===== src/rtl/sar_port_pkg.sv =====
package sar_port_pkg;
  typedef struct packed {
    logic cnv;
    logic sclk;
    logic sdi;
  } pins_t;
endpackage


===== src/rtl/sar_pin_sync.sv =====
module sar_pin_sync
  import sar_port_pkg::*;
(
  input  logic  clk,
  input  logic  rst,
  input  pins_t pins_i,
  output pins_t lvl_o,
  output pins_t rise_o,
  output pins_t fall_o
);
  pins_t s1, s2;

  // On reset both stages take the pin level, so no false edge appears.
  always_ff @(posedge clk) begin
    if (rst) begin
      s1 <= pins_i;
      s2 <= pins_i;
    end else begin
      s1 <= pins_i;
      s2 <= s1;
    end
  end

  assign lvl_o  = s1;
  assign rise_o = s1 & ~s2;
  assign fall_o = ~s1 & s2;
endmodule


===== src/rtl/sar_conv_timer.sv =====
module sar_conv_timer #(
  parameter int CYCLES = 64
) (
  input  logic clk,
  input  logic rst,
  input  logic start_i,
  output logic busy_o,
  output logic done_o
);
  localparam int CW = $clog2(CYCLES + 1);
  logic [CW-1:0] cnt;

  always_ff @(posedge clk) begin
    if (rst) begin
      busy_o <= 1'b0;
      cnt    <= '0;
    end else if (!busy_o) begin
      if (start_i) begin
        busy_o <= 1'b1;
        cnt    <= CW'(CYCLES - 1);
      end
    end else if (cnt == '0) begin
      busy_o <= 1'b0;
    end else begin
      cnt <= cnt - 1'b1;
    end
  end

  assign done_o = busy_o && (cnt == '0);
endmodule


===== src/rtl/sar_out_shifter.sv =====
module sar_out_shifter #(
  parameter int WIDTH = 18,
  parameter int CNT_W = 5
) (
  input  logic             clk,
  input  logic             rst,
  input  logic             load_i,
  input  logic             arm_i,
  input  logic [WIDTH-1:0] word_i,
  input  logic             shift_i,
  input  logic             sin_i,
  output logic             bit_o,
  output logic [CNT_W-1:0] rem_o
);
  logic [WIDTH:0] sh;
  logic           armed;

  // Slot WIDTH holds the busy flag; without it the word starts at WIDTH-1,
  // which makes the daisy-chain delay one word length either way.
  always_ff @(posedge clk) begin
    if (rst) begin
      sh    <= '0;
      armed <= 1'b0;
      rem_o <= '0;
    end else if (load_i) begin
      sh    <= {1'b1, word_i};
      armed <= arm_i;
      rem_o <= arm_i ? CNT_W'(WIDTH + 1) : CNT_W'(WIDTH);
    end else if (shift_i) begin
      sh <= {sh[WIDTH-1:0], sin_i};
      if (rem_o != '0) rem_o <= rem_o - 1'b1;
    end
  end

  assign bit_o = armed ? sh[WIDTH] : sh[WIDTH-1];
endmodule


===== src/rtl/sar_serial_port.sv =====
module sar_serial_port
  import sar_port_pkg::*;
#(
  parameter int WIDTH       = 18,
  parameter int CONV_CYCLES = 64
) (
  input  logic             clk,
  input  logic             rst,
  input  logic             cnv_i,
  input  logic             sclk_i,
  input  logic             sdi_i,
  input  logic [WIDTH-1:0] result_i,
  output logic             sdo_o,
  output logic             sdo_oe_o
);
  localparam int CNT_W = $clog2(WIDTH + 2);

  pins_t            raw, lvl, rise, fall;
  logic             conv_busy, done, start;
  logic             reading, mode_dc, sel_now;
  logic             shift, out_bit, sdo_nx, oe_nx;
  logic [CNT_W-1:0] rem;

  assign raw = '{cnv: cnv_i, sclk: sclk_i, sdi: sdi_i};

  sar_pin_sync u_sync (
    .clk(clk), .rst(rst), .pins_i(raw),
    .lvl_o(lvl), .rise_o(rise), .fall_o(fall)
  );

  assign start = rise.cnv && !conv_busy;

  sar_conv_timer #(.CYCLES(CONV_CYCLES)) u_timer (
    .clk(clk), .rst(rst), .start_i(start),
    .busy_o(conv_busy), .done_o(done)
  );

  // Select: daisy-chain uses the strobe only; chip-select uses either pin low.
  assign sel_now = mode_dc ? !lvl.cnv : (!lvl.sdi || !lvl.cnv);
  assign shift   = reading && fall.sclk && sel_now && (mode_dc || rem != '0);

  sar_out_shifter #(.WIDTH(WIDTH), .CNT_W(CNT_W)) u_shift (
    .clk(clk), .rst(rst),
    .load_i(done), .arm_i(sel_now), .word_i(result_i),
    .shift_i(shift), .sin_i(lvl.sdi),
    .bit_o(out_bit), .rem_o(rem)
  );

  always_comb begin
    if (conv_busy) begin
      sdo_nx = 1'b0;
      oe_nx  = sel_now;
    end else begin
      sdo_nx = reading ? out_bit : 1'b0;
      oe_nx  = reading && sel_now && (mode_dc || rem != '0);
    end
  end

  always_ff @(posedge clk) begin
    if (rst) begin
      reading  <= 1'b0;
      mode_dc  <= 1'b0;
      sdo_o    <= 1'b0;
      sdo_oe_o <= 1'b0;
    end else begin
      if (start) begin
        mode_dc <= !lvl.sdi;
        reading <= 1'b0;
      end else if (done) begin
        reading <= 1'b1;
      end
      sdo_o    <= sdo_nx;
      sdo_oe_o <= oe_nx;
    end
  end
endmodule


===== config.mk =====
export PLATFORM = sky130hd
export DESIGN_NAME = sar_serial_port
export DESIGN_NICKNAME = d
export VERILOG_FILES = /design/src/rtl/sar_port_pkg.sv /design/src/rtl/sar_pin_sync.sv /design/src/rtl/sar_conv_timer.sv /design/src/rtl/sar_out_shifter.sv /design/src/rtl/sar_serial_port.sv
export SDC_FILE = /design/constraint.sdc
export NUM_CORES = 1
export LEC_CHECK = 0
export BUFFER_PORTS_ARGS = -buffer_cell sky130_fd_sc_hd__buf_4
export CORE_ASPECT_RATIO = 1.1
export CORE_MARGIN = 2
export CORE_UTILIZATION = 45
export CTS_CLUSTER_DIAMETER = 120
export DETAILED_ROUTE_END_ITERATION = 12
export GPL_TIMING_DRIVEN = 1
export PLACE_DENSITY = 0.65
export SLEW_MARGIN = 15
export SYNTH_ARGS = -nofsm -noshare
export SYNTH_HDL_FRONTEND = slang
export SYNTH_SLANG_ARGS = --single-unit

===== constraint.sdc =====
create_clock -name clk -period 3.6 [get_ports clk]
set_input_delay 0.36 -clock clk [delete_from_list [all_inputs] [get_ports clk]]
set_output_delay 0.36 -clock clk [all_outputs]
set_load 0.02 [all_outputs]

==> results of run 1 <==
[sequential cells by signal, indices dropped and copies added, names as in the netlist]
| register | cells |
|---|---|
| u_shift.sh | 19 |
| u_timer.cnt | 7 |
| u_shift.rem_o | 5 |
| u_sync.lvl_o | 3 |
| u_sync.s2 | 2 |
| mode_dc | 1 |
| reading | 1 |
| sdo_o | 1 |
| sdo_oe_o | 1 |
| u_shift.armed | 1 |
| u_timer.busy_o | 1 |
[worst max path at each step]
stage | startpoint | endpoint | slack, ps | depth (start not counted)
after global routing | u_shift.rem_o[0] | u_shift.sh[15] | 1220 | 6
final | u_shift.rem_o[0] | u_shift.sh[5] | 1410 | 6
after floorplan | u_shift.rem_o[0] | u_shift.sh[17] | 1720 | 8
after detailed placement | u_shift.rem_o[0] | u_shift.sh[13] | 1420 | 6
after global placement | u_shift.rem_o[0] | u_shift.sh[5] | 1510 | 6
after CTS | u_shift.rem_o[0] | u_shift.sh[13] | 1380 | 6
[power breakdown]
part	internal [mW]	switching (mW)
sequential	0.496	0.0219
combinational	0.0565	0.0693
clock	0.130	0.153
[cell type report]
cell class	instances	area, um2
Tap cell	52	65.1
Fill cell	396	1850
Inverter	10	37.5
Multi-Input combinational cell	146	846
Sequential cell	42	841
Clock inverter	2	10.0
Clock buffer	5	68.8
Timing Repair Buffer	25	188
[routing by layer]
| layer | vias up | track usage [%] |
|---|---|---|
| li1 | 781 | - |
| met4 | 0 | 8.51 |
| met5 | - | 0 |
| met3 | 6 | 5.96 |
| met2 | 27 | 26.9 |
| met1 | 698 | 21.5 |
[per-stage QoR]
stage	worst slack [ps]	hold slack (ps)	instance area, um2
floorplan	1720	388	1800
global placement	1510	451	1980
detailed placement	1420	451	1980
CTS	1380	158	2060
global route	1220	149	2060
finish	1410	165	2060
[cell usage in the layout, fill, tap and decap left out, drive strengths merged]
cell type	n
a2111oi	1
a211oi	8
a21oi	6
a311oi	19
a31oi	3
and2	1
and3b	2
buf	25
clkbuf	5
clkinv	2
dfxtp	42
ha	2
inv	10
mux2	2
mux2i	3
nand2	42
nand3	1
nand4	5
nor2	29
nor2b	1
nor3	7
nor3b	1
nor4	1
o211a	1
o211ai	1
o21ai	4
or3	2
or4b	2
xnor2	1
xor2	1
[critical path, stage by stage, from the launching register on]
cell	delay (ps)
dfxtp_1	320
inv_1	90
ha_1	190
or4b_1	590
o211ai_4	510
nand2_1	100
a311oi_1	290
[logic make-up (layout without fill, tap and decap cells)]
group           count (synthesis)  after routing  share of synthesized area, %
compound gates                 43             43                          18.7
xor+xnor                        2              2                         0.975
fa+ha+maj                       2              2                          1.39
buf+inv                        25             42                          6.13
flops                          42             42                          46.8
mux                             5              5                          2.92
simple gates                   94             94                          23.1
==> results.yml, run 1 <==
hold_path:
  hold_path_depth: 1
  worstHoldStart: "sdi_i"
  hold_path_class: "input port to flop"
  hold_path_end: "u_sync.lvl_o[0]"
final_layout:
  layout.nets: 255
  drive_gt1_share_pct: 16.1
  area_growth_pct: 14.4
  n_antenna_cell: 0
  stdcell_count: 282
  final_util_pct: 52.7
clock_network:
  clk_latency_ps: 290
  h-tree-depth: 2
  cts_setup_buffers: 0
  hold_buffers: 0
  tritoncts.num_buffers: 5
  clk_pin_slew_ps: 80
  cts_resized: 0
  cts_tree: "done"
  root_buffer: "clkbuf_8"
  cts.path.max_buffers: 2
  cts_sinks: 42
routing:
  drc: 0
  ant_nets: 0
  vias: 1512
  drt-met1-wl_um: 1680
  wl_per_cell_um: 12.5
  met2_length_um: 1640
  via_per_inst: 5.36
  initialDrtViolationCount: 129
  dr_wl_met3_um: 142
  highest_layer: "met4"
  dr.pass1.iters: 4
  drt-total-wl_um: 3530
sta:
  worst_slew_pin_slew_ps: 797
  finalCritPeriodShare_pct: 60.8
  fin_worst_skew_ps: 4.49
  max_clock_freq_ghz: 0.457
  setup_tns_ps: 0
  rsz0062_at_grt: "false"
  worst_slew_margin_rel_pct: 46.5
  slew_viol_final: 0
  finalHoldViolCount: 0
  report.final.setup_viol: 0
  fin_crit_ps: 2190
die:
  die_h_um: 70.3
  num_rows: 24
  core-area_mm2: 0.00390
  io_pins: 25
  die_x_um: 64.2
  start_util_pct: 46.0
  die_area_mm2: 0.00451
power_and_ir_drop:
  p_leak_nw: 0.766
  ir_worst_vdd_mv: 0.219
  finalPower_mw: 0.927
  p_per_area_mw_per_mm2: 451
logic_synthesis:
  yosys_warnings: 0
  synth_cell_types: 35
  synthCells: 213
  synthTopCellsByCount: "42 x dfxtp_1, 42 x nand2_1, 29 x nor2_1, 19 x a311oi_1, 10 x inv_1"
  synth-seq-cells: 42
  synth_top_area_share_pct: 46.8
  synth_area_leaders: "dfxtp_1 47%, a311oi_1 9.3%, nand2_1 8.8%"
  ys_seq_area_share_pct: 46.8
  async_flop_share_pct: 0
  synth_edf_count: 0
  synth.cell_area_mm2: 0.00180
  synth_fp_nets: 238
  synth-main-ff-cell: "dfxtp_1"
  yosysTopAreaCell: "dfxtp_1"
  syn_area_per_cell_um2: 8.44
global_routing:
  grt_pass1_wl_um: 6020
  grt_max_degree: 40
  overflow: 0
  antenna_found_initial: 0
  grt_pass1_vias: 1340
  track_usage_pct: 17.4
setup_path:
  reg2reg_from: "u_shift.rem_o[0]"
  r2r_end: "u_shift.sh[5]"
  reg2reg_slack_ps: 1410
  cp-start-kind: "flop"
  crit_arrival_ps: 2380
  critPathKind: "flop to flop"
  worstSetupEndpointType: "flop"
  worst-path-max-fanout: 19
  required_ps: 3800
  r2r_cells: 6
outcome:
  status: "finished, final reports clean"
placement:
  place_hpwl_um: 2300
  io_buffer_count: 24
  dp_cells: 275
  finalWeightedCongestion: 0.742
run:
  drv_cap: 0
Note: power is estimated with default switching activity, not from simulation.
==> run 2, diff against run 1 <==
- clock period: 3.6 -> 2.2 ns (I/O delays scaled with it)
==> results.yml, run 2 (synthesis gave the netlist of run 1 again) <==
sta:
  fin_crit_ps: 2030
  report.final.setup_viol: 0
  worst_slew_pin_slew_ps: 535
  layout_setup_ws_ps: 165
  slew_viol_final: 0
  fin_worst_skew_ps: 6.09
  finalHoldViolCount: 0
  setup_tns_ps: 0
  holdWs_ps: 25.9
  max_clock_freq_ghz: 0.491
  finalCritPeriodShare_pct: 92.5
  rsz0062_at_grt: "false"
  worst_slew_margin_rel_pct: 64.3
routing:
  vias: 1541
  drt-total-wl_um: 3570
  wl_per_cell_um: 12.5
  dr.pass1.iters: 4
  ant_nets: 0
  drc: 0
  initialDrtViolationCount: 104
  via_per_inst: 5.39
clock_network:
  cts_sinks: 42
  h-tree-depth: 2
  cts_tree: "done"
  cts_resized: 0
  tritoncts.num_buffers: 5
  cts_setup_buffers: 0
  cts.path.max_buffers: 2
  clk_pin_slew_ps: 70
  root_buffer: "clkbuf_8"
  clk_latency_ps: 290
  hold_buffers: 0
die:
  die_h_um: 70.3
  start_util_pct: 46.0
  num_rows: 24
  io_pins: 25
  die_area_mm2: 0.00451
  core-area_mm2: 0.00390
  die_x_um: 64.2
setup_path:
  crit_arrival_ps: 2190
  worstPathCellList: "inv_1 -> ha_1 -> or4b_1 -> o211a_1 -> nand2_1 -> a311oi_1"
  slowest_delay_ps: 580
  critPathKind: "flop to flop"
  required_ps: 2350
  r2r_end: "u_shift.sh[4]"
  r2r_cells: 6
  critPathBufInv: 1
  path_depth: 6
  worst_path_max_delay_cell: "or4b_1"
  reg2reg_slack_ps: 170
  cp-start-kind: "flop"
  cpLargestDelayFamily: "simple AND/OR/NAND/NOR gates"
  worstSetupEndpointType: "flop"
  worst-path-max-fanout: 19
  reg2reg_from: "u_shift.rem_o[0]"
global_routing:
  grt_pass1_vias: 1391
  grt_pass1_wl_um: 6130
  antenna_found_initial: 0
  grt_busiest_layer: "met2"
  grt_util_met2_pct: 27.0
  track_usage_pct: 17.4
  overflow: 0
  use_met3_pct: 5.96
  grt_max_degree: 40
  grt_util_met1_pct: 21.7
final_layout:
  area_growth_pct: 17.1
  largest_register_ffs: 19
  layout.nets: 258
  drive_gt1_share_pct: 17.1
  layout_common_cells: "42 x nand2_1, 42 x dfxtp_1, 29 x nor2_1"
  stdcell_count: 286
  fillers: 379
  multi_input_area_um2: 846
  fin_area_mm2: 0.00210
  regMostFlops: "u_shift.sh"
  seqCellArea_um2: 841
  top_regs: "u_shift.sh x19, u_timer.cnt x7, u_shift.rem_o x5"
  n_antenna_cell: 0
outcome:
  status: "finished, final reports clean"
hold_path:
  hold_path_class: "input port to flop"
  hold_path_end: "u_sync.lvl_o[0]"
  worstHoldStart: "sdi_i"
  hold_path_depth: 1
placement:
  pre_cts_ws_ps: 176
  dpl_cell_area_mm2: 0.00201
  finalWeightedCongestion: 0.739
  io_buffer_count: 24
  place_hpwl_um: 2360
  dp_cells: 278
power_and_ir_drop:
  p_per_area_mw_per_mm2: 744
  ir_worst_vdd_mv: 0.380
  p_leak_nw: 0.791
run:
  drv_cap: 0
## run 2: cell count changes in the layout (fill, tap and decap cells not counted)
| cell | delta |
|---|---|
| clkbuf_1 | +1 |
| clkinv_2 | -1 |
| buf_4 | +2 |
| clkbuf_8 | +1 |
| buf_12 | +1 |
## run 2: layer usage
metal  vias to the layer above  share of wire, %
met2                        24                47
li1                        794                 -
met3                         7               3.9
met4                         0               2.0
met1                       716                47
met5                         -                 0
## run 2: through the flow
stage	power [mW]	util, %
floorplan	1.01	-
global placement	1.08	51.5
detailed placement	1.08	51.5
CTS	1.59	53.9
global route	1.66	53.9
finish	1.56	53.9
## run 2: worst max-delay path by stage
stage / start / to / slack, ps
after floorplan: u_shift.rem_o[0] / u_shift.sh[17] / 320
after global placement: u_shift.rem_o[0] / u_shift.sh[5] / 210
after detailed placement: u_shift.rem_o[0] / u_shift.sh[9] / 180
after CTS: u_shift.rem_o[0] / u_shift.sh[4] / 160
after global routing: u_shift.rem_o[1] / u_shift.sh[5] / 30
final: u_shift.rem_o[0] / u_shift.sh[4] / 170
## run 2: final cells by class
class	count	area share [%]
clock inverter	1	0.238
tap	52	3.09
clock buffer	7	4.10
timing repair buffer	28	10.6
sequential	42	40.0
inverter	10	1.78
multi-input combinational	146	40.2
## run 2: power by group
part / switching (mW) / internal, mW / leakage [nW]
sequential: 0.0367 / 0.811 / 0.343
combinational: 0.114 / 0.0994 / 0.399
clock: 0.250 / 0.253 / 0.0482
total: 0.401 / 1.16 / 0.791
